===== config.mk =====
export PLATFORM = sky130hd
export DESIGN_NAME = serial_frame_rx
export DESIGN_NICKNAME = d
export VERILOG_FILES = /design/src/rtl/srx_pkg.sv /design/src/rtl/srx_sync.sv /design/src/rtl/srx_fall_det.sv /design/src/rtl/srx_shifter.sv /design/src/rtl/serial_frame_rx.sv
export SDC_FILE = /design/constraint.sdc
export NUM_CORES = 1
export LEC_CHECK = 0
export BUFFER_PORTS_ARGS = -buffer_cell sky130_fd_sc_hd__buf_2
export CORE_AREA = 8 8 77 129
export CTS_CLUSTER_SIZE = 12
export DETAILED_ROUTE_END_ITERATION = 10
export DIE_AREA = 0 0 85 137
export PLACE_DENSITY = 0.56
export SETUP_SLACK_MARGIN = 0.1
export SYNTH_ARGS = -nofsm -noshare
export SYNTH_HDL_FRONTEND = slang
export SYNTH_SLANG_ARGS = --single-unit
export TNS_END_PERCENT = 20

===== constraint.sdc =====
create_clock -name clk_i -period 2.2 [get_ports clk_i]
set_input_delay 0.44 -clock clk_i [delete_from_list [all_inputs] [get_ports clk_i]]
set_output_delay 0.44 -clock clk_i [all_outputs]
set_load 0.05 [all_outputs]

===== src/rtl/srx_pkg.sv =====
package srx_pkg;
  localparam int CMD_W   = 8;
  localparam int DATA_W  = 16;
  localparam int FRAME_W = CMD_W + DATA_W;
  localparam int CNT_W   = $clog2(FRAME_W + 1);

  typedef struct packed {
    logic [CMD_W-1:0]  cmd;
    logic [DATA_W-1:0] data;
  } frame_t;
endpackage


===== src/rtl/srx_sync.sv =====
module srx_sync #(
  parameter int               WIDTH   = 1,
  parameter int               STAGES  = 2,
  parameter logic [WIDTH-1:0] RST_VAL = '0
) (
  input  logic             clk_i,
  input  logic             rst_ni,
  input  logic [WIDTH-1:0] d_i,
  output logic [WIDTH-1:0] q_o
);
  logic [WIDTH-1:0] stage_q [STAGES];

  for (genvar g = 0; g < STAGES; g++) begin : g_stage
    if (g == 0) begin : g_first
      always_ff @(posedge clk_i or negedge rst_ni) begin
        if (!rst_ni) stage_q[g] <= RST_VAL;
        else         stage_q[g] <= d_i;
      end
    end else begin : g_next
      always_ff @(posedge clk_i or negedge rst_ni) begin
        if (!rst_ni) stage_q[g] <= RST_VAL;
        else         stage_q[g] <= stage_q[g-1];
      end
    end
  end

  assign q_o = stage_q[STAGES-1];
endmodule


===== src/rtl/srx_fall_det.sv =====
module srx_fall_det (
  input  logic clk_i,
  input  logic rst_ni,
  input  logic lvl_i,
  output logic fall_o
);
  logic lvl_q;

  always_ff @(posedge clk_i or negedge rst_ni) begin
    if (!rst_ni) lvl_q <= 1'b0;
    else         lvl_q <= lvl_i;
  end

  assign fall_o = lvl_q & ~lvl_i;
endmodule


===== src/rtl/srx_shifter.sv =====
module srx_shifter
  import srx_pkg::*;
(
  input  logic             clk_i,
  input  logic             rst_ni,
  input  logic             cs_n_i,
  input  logic             bit_i,
  input  logic             strobe_i,
  output logic             done_o,
  output logic             valid_o,
  output logic [CNT_W-1:0] cnt_o,
  output frame_t           frame_o
);
  localparam logic [CNT_W-1:0] LAST = CNT_W'(FRAME_W - 1);

  logic [FRAME_W-2:0] sh_q;
  logic [CNT_W-1:0]   cnt_q;
  logic               done_q;
  logic               valid_q;
  frame_t             frame_q;
  logic [FRAME_W-1:0] next_word;

  assign next_word = {sh_q, bit_i};

  always_ff @(posedge clk_i or negedge rst_ni) begin
    if (!rst_ni) begin
      sh_q    <= '0;
      cnt_q   <= '0;
      done_q  <= 1'b0;
      valid_q <= 1'b0;
      frame_q <= '0;
    end else begin
      valid_q <= 1'b0;
      if (cs_n_i) begin
        sh_q   <= '0;
        cnt_q  <= '0;
        done_q <= 1'b0;
      end else if (strobe_i && !done_q) begin
        sh_q  <= next_word[FRAME_W-2:0];
        cnt_q <= cnt_q + 1'b1;
        if (cnt_q == LAST) begin
          done_q  <= 1'b1;
          valid_q <= 1'b1;
          frame_q <= frame_t'(next_word);
        end
      end
    end
  end

  assign done_o  = done_q;
  assign valid_o = valid_q;
  assign cnt_o   = cnt_q;
  assign frame_o = frame_q;
endmodule


===== src/rtl/serial_frame_rx.sv =====
module serial_frame_rx
  import srx_pkg::*;
#(
  parameter int SYNC_STAGES = 2
) (
  input  logic              clk_i,
  input  logic              rst_ni,
  input  logic              cs_ni,
  input  logic              sclk_i,
  input  logic              sdi_i,
  input  logic              ready_en_i,
  output logic              ready_no,
  output logic              frame_valid_o,
  output logic [CMD_W-1:0]  frame_cmd_o,
  output logic [DATA_W-1:0] frame_data_o
);
  logic [2:0]       pins_s;
  logic             cs_sync;
  logic             sclk_sync;
  logic             sdi_sync;
  logic             sclk_fall;
  logic             frame_done;
  logic [CNT_W-1:0] bit_cnt;
  frame_t           frame;

  // select resets inactive so no frame starts during reset release
  srx_sync #(.WIDTH(3), .STAGES(SYNC_STAGES), .RST_VAL(3'b100)) u_sync (
    .clk_i (clk_i),
    .rst_ni(rst_ni),
    .d_i   ({cs_ni, sclk_i, sdi_i}),
    .q_o   (pins_s)
  );

  assign {cs_sync, sclk_sync, sdi_sync} = pins_s;

  srx_fall_det u_fall (
    .clk_i (clk_i),
    .rst_ni(rst_ni),
    .lvl_i (sclk_sync),
    .fall_o(sclk_fall)
  );

  srx_shifter u_shift (
    .clk_i   (clk_i),
    .rst_ni  (rst_ni),
    .cs_n_i  (cs_sync),
    .bit_i   (sdi_sync),
    .strobe_i(sclk_fall),
    .done_o  (frame_done),
    .valid_o (frame_valid_o),
    .cnt_o   (bit_cnt),
    .frame_o (frame)
  );

  assign ready_no     = ~(frame_done & ready_en_i);
  assign frame_cmd_o  = frame.cmd;
  assign frame_data_o = frame.data;
endmodule


==> flow_summary.ini <==
[floorplan]
core_mm2 = 0.008203
dieArea_mm2 = 0.01165
die_y_um = 137
initial_core_util = 0.2909
num_rows = 44
die_w_um = 85
io_pins = 32

[timing]
whs_ps = 26.73
max_freq_mhz = 541.5
clock_skew_ps = 5.744
drv_slew = 0
fin_tns_setup_ps = 0
fin_crit_sh = 0.8395
rsz0062_at_grt = false
min_period_ps = 1847
finalHoldViolCount = 0
slew_headroom = 0.7144
tightestPinTransition_ps = 428.4
setup-violations-final = 0

[placement]
gp_congestion = 0.7009
dp_hpwl_um = 2844
portBuffers = 31
placed_cells = 308

[pwr]
fin_total_pwr_uw = 2510
leakage_uw = 0.001497
p_int_uw = 1996
power_density_mw_per_mm2 = 857.2
combPwrFrac = 0.026
p_sw_frac = 0.2047
p_sw_uw = 513.9
clkPwrFrac = 0.519
vdd_drop_max_mv = 0.4890
seq_power_share = 0.455

[synth]
ys_seq_area_frac = 0.6408
synth_top_family_by_area = multiplexers
synth_compound_area_frac = 0.05244
synthDominantCellAreaShare = 0.6188
synth_cells = 189
synth_area_leaders = dfrtp_1 62%, mux2_4 11%, nand2_1 7.7%
yosysMostFrequentCell = dfrtp_1
synthFlopType = dfrtp_1
synthTopCellsByCount = 59 x dfrtp_1, 49 x nand2_1, 24 x a21oi_1, 18 x mux2_4
synth_simple_gate_area_share = 0.1180
synthDistinctLibCells = 20
yosysWarnings = 0
synth_mux_area_frac = 0.1510
ys_seq_elements = 61
synthArstFlopShare = 1.000
synth_edf_count = 0
synth_area_mm2 = 0.002386
synth.largest_area_cell = dfrtp_1
syn_area_per_cell_um2 = 12.62
synth-xor-area-share = 0.007341
synth_fp_nets = 196
synth_fa_ha_area_frac = 0.005244

[grt]
grt_pass1_wl_um = 7452
antenna_found_initial = 0
met3_usage = 0.03608
first_global_vias = 1520
grt.overflow.total = 0
grt_max_degree = 31
grt_use_total = 0.08428
grt_util_met1 = 0.08988
busiest_layer = met2
global_route.usage.met2 = 0.1262

[layout]
final-seq-area_mm2 = 0.001529
final_cells = 323
fillers = 813
area_delta_synth_final_pct = 22.71
fin_util = 0.3569
layout.nets = 234
multi_input_area_um2 = 797.0
num_antenna_cells = 0
drive_above_1_share = 0.3550

[clock_network]
ctsResizeCount = 0
clkTransAtPathRegs_ps = 50
hold_buffers = 0
numCtsBuffers = 9
cts_tree = yes
cts_sinks = 61
clk_latency_ps = 320
clockRootBuffer = clkbuf_16
clockBufferDepth = 2
htreeDepth = 3
postCtsSetupBuffers = 0

[run_status]
outcome = finished clean

[drt]
dr_total_vias = 1443
wl_per_cell_um = 13.95
drtIter0Drc = 76
totalWireLength_um = 4507
dr.pass1.iters = 4
ant_nets = 0
via_per_inst = 4.467
drc_errors = 0

[setup_path]
path_cells = ha_1 > and4bb_2 > nand4_4 > buf_4 > mux2_2
crit_family = flip-flops
critPathRequiredTime_ps = 2410
r2r_cells = 5
cp_slowest_cell = dfrtp_1
critical_path_class = reg2reg
reg2reg_to = u_shift.frame_o[0]
cp_max_fo = 26
slowest_delay_ps = 400
start_kind = flop
r2r_start = u_shift.cnt_o[0]
arrival_ps = 2060
path_buf_inv = 1
r2r_slack_ps = 350
cp.depth = 5
end_kind = flop

[flow_run]
drv_cap = 0

[hold_path]
hp-class = in2async
-- routing by layer --
layer,share of wire,routed length (um)
met1,0.43,1934
met4,0.030,134
met5,0,0
met3,0.067,300
met2,0.47,2137
-- final cells by class --
class / instances / share of cell area
clock buffer: 14 / 0.09359
inverter: 2 / 0.002564
clock inverter: 1 / 0.001709
timing repair buffer: 37 / 0.06838
tap: 92 / 0.03932
multi-input combinational: 116 / 0.2722
sequential: 61 / 0.5222
-- power by group through the flow --
stage	clock network [uW]	logic, uW	registers, uW
final	1300	64.8	1140
after global routing	1390	74.5	1140
after CTS	1340	68.4	1140
after detailed placement	0	67.7	1160
after global placement	0	67.1	1160
after floorplan	0	27.6	1160
-- kinds of logic (layout without fill, tap and decap cells) --
family	count (synthesis)	after routing
AO/OA/AOI/OAI	25	25
XOR/XNOR	2	2
adder cells (fa/ha/maj)	1	1
buffers and inverters	12	54
flip-flops	61	61
multiplexers	26	26
AND/OR/NAND/NOR	62	62
-- sequential cells by signal (all words and copies together) (netlist names) --
name             flops
u_sync.stage_q       3
u_shift.done_o       1
u_shift.sh_q        23
u_sync.q_o           3
u_shift.cnt_o        5
u_fall.lvl_q         1
u_shift.valid_o      1
u_shift.frame_o     24
-- cell usage in the layout, fill, tap and decap left out --
| cell type | count |
|---|---|
| clkbuf_8 | 3 |
| nand3_1 | 1 |
| nand2_1 | 49 |
| ha_1 | 1 |
| buf_2 | 31 |
| buf_4 | 6 |
| nor2b_1 | 2 |
| xnor2_1 | 2 |
| clkbuf_1 | 2 |
| inv_1 | 2 |
| mux2_4 | 18 |
| o21ai_0 | 1 |
| dfstp_2 | 2 |
| mux2_2 | 8 |
| or3b_2 | 1 |
| and4bb_2 | 1 |
| nand4_4 | 1 |
| clkinv_2 | 1 |
| and3_1 | 1 |
| a21oi_1 | 24 |
| clkbuf_16 | 9 |
| dfrtp_1 | 59 |
| nor2_1 | 5 |
| nor3b_2 | 1 |
-- stage by stage --
stage	setup slack (ps)	instance area, um2
global route	290.0	2928
global placement	382.6	2649
finish	353.2	2928
detailed placement	356.1	2649
CTS	334.1	2928
floorplan	625.7	2386
-- worst max path at each step --
stage / start / to / slack (ps)
global placement: u_shift.cnt_o[0] / u_shift.frame_o[15] / 380
global route: u_shift.cnt_o[0] / u_shift.frame_o[0] / 290
floorplan: u_shift.cnt_o[0] / u_shift.frame_o[10] / 630
detailed placement: u_shift.cnt_o[0] / u_shift.frame_o[0] / 360
CTS: u_shift.cnt_o[0] / u_shift.frame_o[0] / 330
finish: u_shift.cnt_o[0] / u_shift.frame_o[0] / 350
Note: power is estimated with default switching activity, not from simulation.
